===== config.mk =====
export PLATFORM = sky130hd
export DESIGN_NAME = fold9_share
export DESIGN_NICKNAME = d
export VERILOG_FILES = /design/src/rtl/fold9_pkg.sv /design/src/rtl/fold9_unit.sv /design/src/rtl/fold9_ctrl.sv /design/src/rtl/fold9_datapath.sv /design/src/rtl/fold9_share.sv
export SDC_FILE = /design/constraint.sdc
export NUM_CORES = 2
export LEC_CHECK = 0
export BUFFER_PORTS_ARGS = -buffer_cell sky130_fd_sc_hd__buf_4
export CAP_MARGIN = 20
export CORE_MARGIN = 3
export CORE_UTILIZATION = 50
export DETAILED_ROUTE_END_ITERATION = 7
export PLACE_DENSITY = 0.79
export SETUP_SLACK_MARGIN = 0.1
export SYNTH_ARGS = -nofsm -noshare
export SYNTH_HDL_FRONTEND = slang
export SYNTH_SLANG_ARGS = --single-unit

===== constraint.sdc =====
create_clock -name clk -period 7.6 [get_ports clk]
set_clock_uncertainty 0.1 [all_clocks]
set_input_delay 0.38 -clock clk [delete_from_list [all_inputs] [get_ports clk]]
set_output_delay 0.38 -clock clk [all_outputs]
set_load 0.05 [all_outputs]

===== src/rtl/fold9_pkg.sv =====
package fold9_pkg;

  localparam int WORD_W  = 32;
  localparam int HALF_W  = WORD_W / 2;
  localparam int NUM_IN  = 9;
  localparam int NUM_OPS = 6;
  localparam int PERIOD  = 4;
  localparam int PH_W    = $clog2(PERIOD);

  typedef enum logic [PH_W-1:0] {PH_A, PH_B, PH_C, PH_D} phaseT;

  // Strobes from control to datapath
  typedef struct packed {
    logic [PERIOD-1:0] phOh;     // one-hot schedule phase
    logic              grabI1;   // set accepted in phase 0: keep its last operand
    logic              grabI2;   // set accepted in phase 1: keep its last operand
    logic              grabLate; // set accepted in phase 2: keep operands e..i
  } strobeT;

  // Associative, non-commutative step: affine map x followed by y
  function automatic logic [WORD_W-1:0] foldStep(input logic [WORD_W-1:0] x,
                                                 input logic [WORD_W-1:0] y);
    logic [HALF_W-1:0]   mx, ox, my, oy;
    logic [2*HALF_W-1:0] prodM, prodO;
    mx = x[WORD_W-1:HALF_W];
    ox = x[HALF_W-1:0];
    my = y[WORD_W-1:HALF_W];
    oy = y[HALF_W-1:0];
    prodM = my * mx;
    prodO = my * ox;
    return {prodM[HALF_W-1:0], prodO[HALF_W-1:0] + oy};
  endfunction

endpackage


===== src/rtl/fold9_unit.sv =====
module fold9_unit
  import fold9_pkg::*;
(
  input  logic [WORD_W-1:0] x,
  input  logic [WORD_W-1:0] y,
  output logic [WORD_W-1:0] z
);
  assign z = foldStep(x, y);
endmodule


===== src/rtl/fold9_ctrl.sv =====
module fold9_ctrl
  import fold9_pkg::*;
(
  input  logic   clk,
  input  logic   rstN,
  input  logic   inValid,
  output logic   inReady,
  output logic   outValid,
  output strobeT strobe
);
  localparam int HistLen  = PERIOD + 2;   // longest latency in cycles
  localparam int ShortLat = PERIOD + 1;   // latency of slots 0 and 1

  phaseT               phase;
  logic [HistLen-1:0]  hist;              // hist[j]: accepted j+1 cycles ago
  logic                accept, inFlight, advance;

  assign inReady  = (phase != PH_D);
  assign accept   = inValid && inReady;
  assign inFlight = |hist;
  assign advance  = inValid || inFlight;

  always_ff @(posedge clk or negedge rstN) begin
    if (!rstN) begin
      phase <= PH_A;
      hist  <= '0;
    end else begin
      hist <= {hist[HistLen-2:0], accept};
      if (advance) phase <= phaseT'(phase + 2'd1);
    end
  end

  always_comb begin
    strobe.phOh     = {{(PERIOD-1){1'b0}}, 1'b1} << phase;
    strobe.grabI1   = accept && (phase == PH_A);
    strobe.grabI2   = accept && (phase == PH_B);
    strobe.grabLate = accept && (phase == PH_C);
  end

  assign outValid = ((phase == PH_B || phase == PH_C) && hist[ShortLat-1])
                 || ((phase == PH_A) && hist[HistLen-1]);

  // an offer in the idle phase never enters the schedule
  assert_idle_phase_blocks_R2: assert property (@(posedge clk) disable iff (!rstN)
    (phase == PH_D) |=> !hist[0]);

  // never more than three acceptances in any four cycles
  assert_rate_limit_R6: assert property (@(posedge clk) disable iff (!rstN)
    $countones(hist[PERIOD-1:0]) <= 3);

  // latency of the early slots
  assert_early_latency_R5: assert property (@(posedge clk) disable iff (!rstN)
    (accept && phase != PH_C) |-> ##5 outValid);

  // latency of the third slot
  assert_late_latency_R5: assert property (@(posedge clk) disable iff (!rstN)
    (accept && phase == PH_C) |-> ##6 outValid);

endmodule


===== src/rtl/fold9_datapath.sv =====
module fold9_datapath
  import fold9_pkg::*;
(
  input  logic                          clk,
  input  logic                          rstN,
  input  strobeT                        strobe,
  input  logic [NUM_IN-1:0][WORD_W-1:0] opnd,
  output logic [WORD_W-1:0]             outData
);
  typedef logic [WORD_W-1:0] wordT;

  wordT acc  [NUM_OPS];
  wordT opA  [NUM_OPS];
  wordT opB  [NUM_OPS];
  wordT opZ  [NUM_OPS];
  wordT holdE, holdF, holdG, holdH, holdI1, holdI2, holdI3;
  wordT holdAbcd, holdEfgh, resHold;
  logic p0, p1, p2, p3;

  assign {p3, p2, p1, p0} = strobe.phOh;

  for (genvar k = 0; k < NUM_OPS; k++) begin : g_op
    fold9_unit u_op (.x(opA[k]), .y(opB[k]), .z(opZ[k]));
  end

  always_comb begin
    // op 1: a.b in phases 0..2, (ab).(cd) of slot 2 in phase 3
    opA[0] = p3 ? acc[0] : opnd[0];
    opB[0] = p3 ? acc[1] : opnd[1];
    // op 2: c.d in phases 0..2, abcd.(efghi) of old slot 2 in phase 3
    opA[1] = p3 ? holdAbcd : opnd[2];
    opB[1] = p3 ? acc[5]   : opnd[3];
    // op 3: e.f live, (ab).(cd) of slot 1, e.f of slot 2 from holds
    opA[2] = p2 ? acc[0] : (p3 ? holdE : opnd[4]);
    opB[2] = p2 ? acc[1] : (p3 ? holdF : opnd[5]);
    // op 4: g.h live, (ef).(gh) of slot 1, g.h of slot 2 from holds
    opA[3] = p2 ? acc[2] : (p3 ? holdG : opnd[6]);
    opB[3] = p2 ? acc[3] : (p3 ? holdH : opnd[7]);
    // op 5: efgh (slot 2), abcd (slot 0), abcdefgh (slot 0), abcdefgh (slot 1)
    opA[4] = p1 ? acc[0] : (p2 ? acc[4] : acc[2]);
    opB[4] = p1 ? acc[1] : (p2 ? acc[5] : acc[3]);
    // op 6: final slot 1, efgh slot 0, efgh.i slot 2, final slot 0
    opA[5] = p1 ? acc[2] : (p2 ? holdEfgh : acc[4]);
    opB[5] = p0 ? holdI2 : (p1 ? acc[3] : (p2 ? holdI3 : holdI1));
  end

  always_ff @(posedge clk or negedge rstN) begin
    if (!rstN) begin
      for (int k = 0; k < NUM_OPS; k++) acc[k] <= '0;
      {holdE, holdF, holdG, holdH, holdI3} <= '0;
      holdI1   <= '0;
      holdI2   <= '0;
      holdAbcd <= '0;
      holdEfgh <= '0;
      resHold  <= '0;
    end else begin
      for (int k = 0; k < NUM_OPS; k++) acc[k] <= opZ[k];
      if (strobe.grabI1)   holdI1 <= opnd[8];
      if (strobe.grabI2)   holdI2 <= opnd[8];
      if (strobe.grabLate) {holdE, holdF, holdG, holdH, holdI3} <=
                             {opnd[4], opnd[5], opnd[6], opnd[7], opnd[8]};
      if (p0)      holdAbcd <= acc[0];
      if (p1)      holdEfgh <= acc[4];
      if (p0 || p1) resHold <= acc[5];
    end
  end

  assign outData = p0 ? acc[1] : resHold;

  // control presents exactly one phase at a time
  assert_single_phase_R2: assert property (@(posedge clk) disable iff (!rstN)
    $countones(strobe.phOh) == 1);

  // slot-0 last operand survives the idle phase until it is consumed
  assert_hold_i1_R3: assert property (@(posedge clk) disable iff (!rstN)
    p3 |=> $stable(holdI1));

  // slot-2 late operands are not disturbed while op 3/4 read them
  assert_hold_late_R3: assert property (@(posedge clk) disable iff (!rstN)
    p3 |=> ($stable(holdE) && $stable(holdH)));

endmodule


===== src/rtl/fold9_share.sv =====
module fold9_share
  import fold9_pkg::*;
(
  input  logic                          clk,
  input  logic                          rstN,
  input  logic                          inValid,
  output logic                          inReady,
  input  logic [NUM_IN-1:0][WORD_W-1:0] inOperands,
  output logic                          outValid,
  output logic [WORD_W-1:0]             outData
);
  strobeT strobe;

  fold9_ctrl u_ctrl (
    .clk      (clk),
    .rstN     (rstN),
    .inValid  (inValid),
    .inReady  (inReady),
    .outValid (outValid),
    .strobe   (strobe)
  );

  fold9_datapath u_dp (
    .clk     (clk),
    .rstN    (rstN),
    .strobe  (strobe),
    .opnd    (inOperands),
    .outData (outData)
  );
endmodule


==> results by group <==
Detailed routing
  – DR WL/cell: 25.5 microns
  – Via/cell ratio: 5.74
  – DRT iter0 DRCs: 6191
  – Drt pass-1 iters: 6
  – Vias: 60532
  – Number of remaining DRC errors: 0
  – WL final: 268 mm
  – Final antenna-violating net count: 0

Die
  – # IOs: 325
  – Core ar.: 0.146 sq mm
  – Die Y: 391 microns
  – Full die area: 0.153 sq mm
  – Initial Util: 50.6%
  – Row count: 140
  – Chip width: 391 microns

Clock tree
  – Sinks on Clock Net: 520
  – CTS H-Tree Depth: 3
  – Total CTS buffers: 69
  – CTS tree: done
  – Clock Latency Late Sink: 0.70 ns
  – Clock transition at path regs: 0.07 ns
  – Post-CTS resize count: 0
  – CTS Buffer Depth: 3
  – Clock Tree Root: clkbuf_16

STA
  – FMAX: 0.134 GHz
  – Least-Margin Pin Slew: 1.17 ns
  – Setup violators final: 0
  – Unrepaired setup endpoints after global routing: false
  – Final Critical Period: 7.44 ns
  – Setup TNS: 0 ns
  – Crit share post-route: 97.8%
  – Fin. max-slew vios: 0
  – Worst relative slew slack: 20.9%
  – Hold Violations, Final: 0

Placement
  – Dpl hpwl: 212 mm
  – Placer Congestion: 1.05
  – PortBufs: 324

Global route
  – Antenna violations before repair: 35
  – Gr usage total: 35.2%
  – Vias in the first global route: 62499
  – Global route overflow: 0
  – Global-route wire length before repair: 394 mm
  – Largest net degree at the start of global routing: 149

Synth
  – Mapped Nets: 9963
  – Most used DFF post-synth: dfrtp_1
  – Area fraction of the dominant cell type after synthesis: 28.3%
  – Most common cell in the netlist: inv_1
  – Top cells by area, synth: fa_1 28%, dfrtp_1 18%, ha_1 10%
  – Synth Instances: 8017
  – Post-synth top cells: 1558 x inv_1, 1044 x fa_1, 1021 x nand2_1
  – Register area share after synthesis: 17.6%
  – Library cells used by synthesis: 71
  – Async SR Flop Fraction: 100%
  – Synthesized area: 0.0739 sq mm
  – Number of synthesized flops with an enable pin: 0
  – Post-synth top area cell: fa_1
  – Syn avg cell area: 9.22 sq um
  – Synth warn: 0
  – #FFs+latches synth: 520

Finish
  – Layout Area Growth over Synthesis: 13.1%
  – Nets: 10478
  – Share of cells above drive strength 1: 13.7%

Critical path
  – Critical Setup Path Class: reg -> reg
  – CP Max Fanout: 11
  – WP data arrival: 7.93 ns
  – Setup crit start kind: register
  – Worst path required time: 8.09 ns
  – Critical path capture point type: register

Run status
  – Outcome: finished, final reports clean

Job
  – Max Cap Viol: 0

Hold path
  – Worst hold path type: in -> reg
cells in the final DEF, fill, tap and decap left out, types with 12 or more instances in the layout:
| cell type | n |
|---|---|
| xor2_1 | 97 |
| a21o_1 | 63 |
| inv_1 | 1558 |
| or2_2 | 37 |
| a32oi_1 | 44 |
| clkbuf_16 | 70 |
| xnor2_1 | 388 |
| buf_4 | 559 |
| mux2_2 | 387 |
| dlygate4sd3_1 | 163 |
| o21ai_1 | 49 |
| and2_1 | 75 |
| o21a_1 | 85 |
| ha_1 | 606 |
| nand2b_1 | 45 |
| fa_1 | 1044 |
| a21oi_1 | 200 |
| o21ai_0 | 104 |
| nor2b_1 | 77 |
| nand2_1 | 1020 |
| o21ai_2 | 15 |
| nor3_1 | 12 |
| mux2i_1 | 310 |
| dfrtp_1 | 520 |
| buf_12 | 16 |
| o21bai_1 | 30 |
| diode_2 | 45 |
| nor2_1 | 829 |
worst max-delay path: stages (launching register included):
cell     delay (ns)
dfrtp_1        0.51
ha_4           0.44
buf_4          0.31
mux2i_1        0.62
o21ai_1        0.47
and2_1         0.29
fa_1           0.53
inv_1          0.05
fa_1           0.45
fa_1           0.52
inv_1          0.05
fa_1           0.53
inv_1          0.05
fa_1           0.45
fa_1           0.39
xnor2_1        0.18
xnor2_1        0.15
xnor2_1        0.15
xnor2_1        0.11
xnor2_1        0.22
xnor2_1        0.11
xnor2_1        0.40
xor2_1         0.21
logic make-up after synthesis:
group | share of synthesized area (%)
compound gates | 5.89
xor+xnor | 5.90
flops | 17.6
fa+ha+maj | 38.6
buf+inv | 10.0
mux | 10.3
simple gates | 11.7
cell type report:
cell class              instances  area [sq um]
repair buffers                741          6170
inverters                    1559          5850
well taps                    1917          2400
fillers                     12508         62700
clock inverters                39           569
multi-input cells            5641         53600
clock buffers                  86          1890
flip-flops and latches        520         13000
diodes                         45           113
repair_timing:
item,in CTS,in global routing
hold endpoints to repair,299,0
buffers inserted,0,1
endpoints found under the setup margin,0,5
hold buffers,163,0
worst paths after layout:
kind	from	end	slack [ns]	cells past startpoint
worst max register to register	u_ctrl.phase[1]	u_dp.acc[111]	0.16	22
worst min register to register	u_ctrl.hist[2]	u_ctrl.hist[3]	0.28	0
worst max-delay path	u_ctrl.phase[1]	u_dp.acc[111]	0.16	22
min in group asynchronous	rstN	u_dp.holdE[24]	0.19	2
max in group asynchronous	rstN	u_dp.holdF[13]	5.37	4
worst min-delay path	inOperands[16]	u_dp.acc[176]	0.09	3
stage by stage:
step           setup slack, ns  util [%]  hold WS (ns)  area, sq um  std cells
6_report                 0.165      57.2        0.0879        83600      10548
5_1_grt                  0.111      57.1        0.0842        83500      10510
4_1_cts                  0.260      57.1        0.0182        83500      10500
3_5_place_dp             0.312      54.3         0.267        79400      10212
3_3_place_gp             0.401      54.3         0.263        79400      10212
2_1_floorplan            0.635         -       -0.0156        73900       8017
registers in the layout, indices dropped and copies added (netlist names):
| signal | count |
|---|---|
| u_dp.holdI2 | 32 |
| u_dp.holdF | 32 |
| u_dp.holdAbcd | 32 |
| u_dp.holdH | 32 |
| u_dp.holdEfgh | 32 |
| u_dp.holdE | 32 |
| u_dp.acc | 192 |
| u_dp.resHold | 32 |
| u_dp.holdG | 32 |
| u_dp.holdI1 | 32 |
| u_dp.holdI3 | 32 |
| u_ctrl.phase | 2 |
| u_ctrl.hist | 6 |
routing by layer:
metal | vias up | part of all wire, % | GRT usage (%)
li1 | 25726 | - | -
met5 | - | 0.035 | 0.989
met3 | 922 | 12 | 11.3
met1 | 30192 | 37 | 44.5
met4 | 14 | 7.1 | 22.3
met2 | 3678 | 43 | 51.9
Power is left out: the tool's default activity adds up to more than one toggle a clock period on the data nets, which glitch-free logic cannot reach.
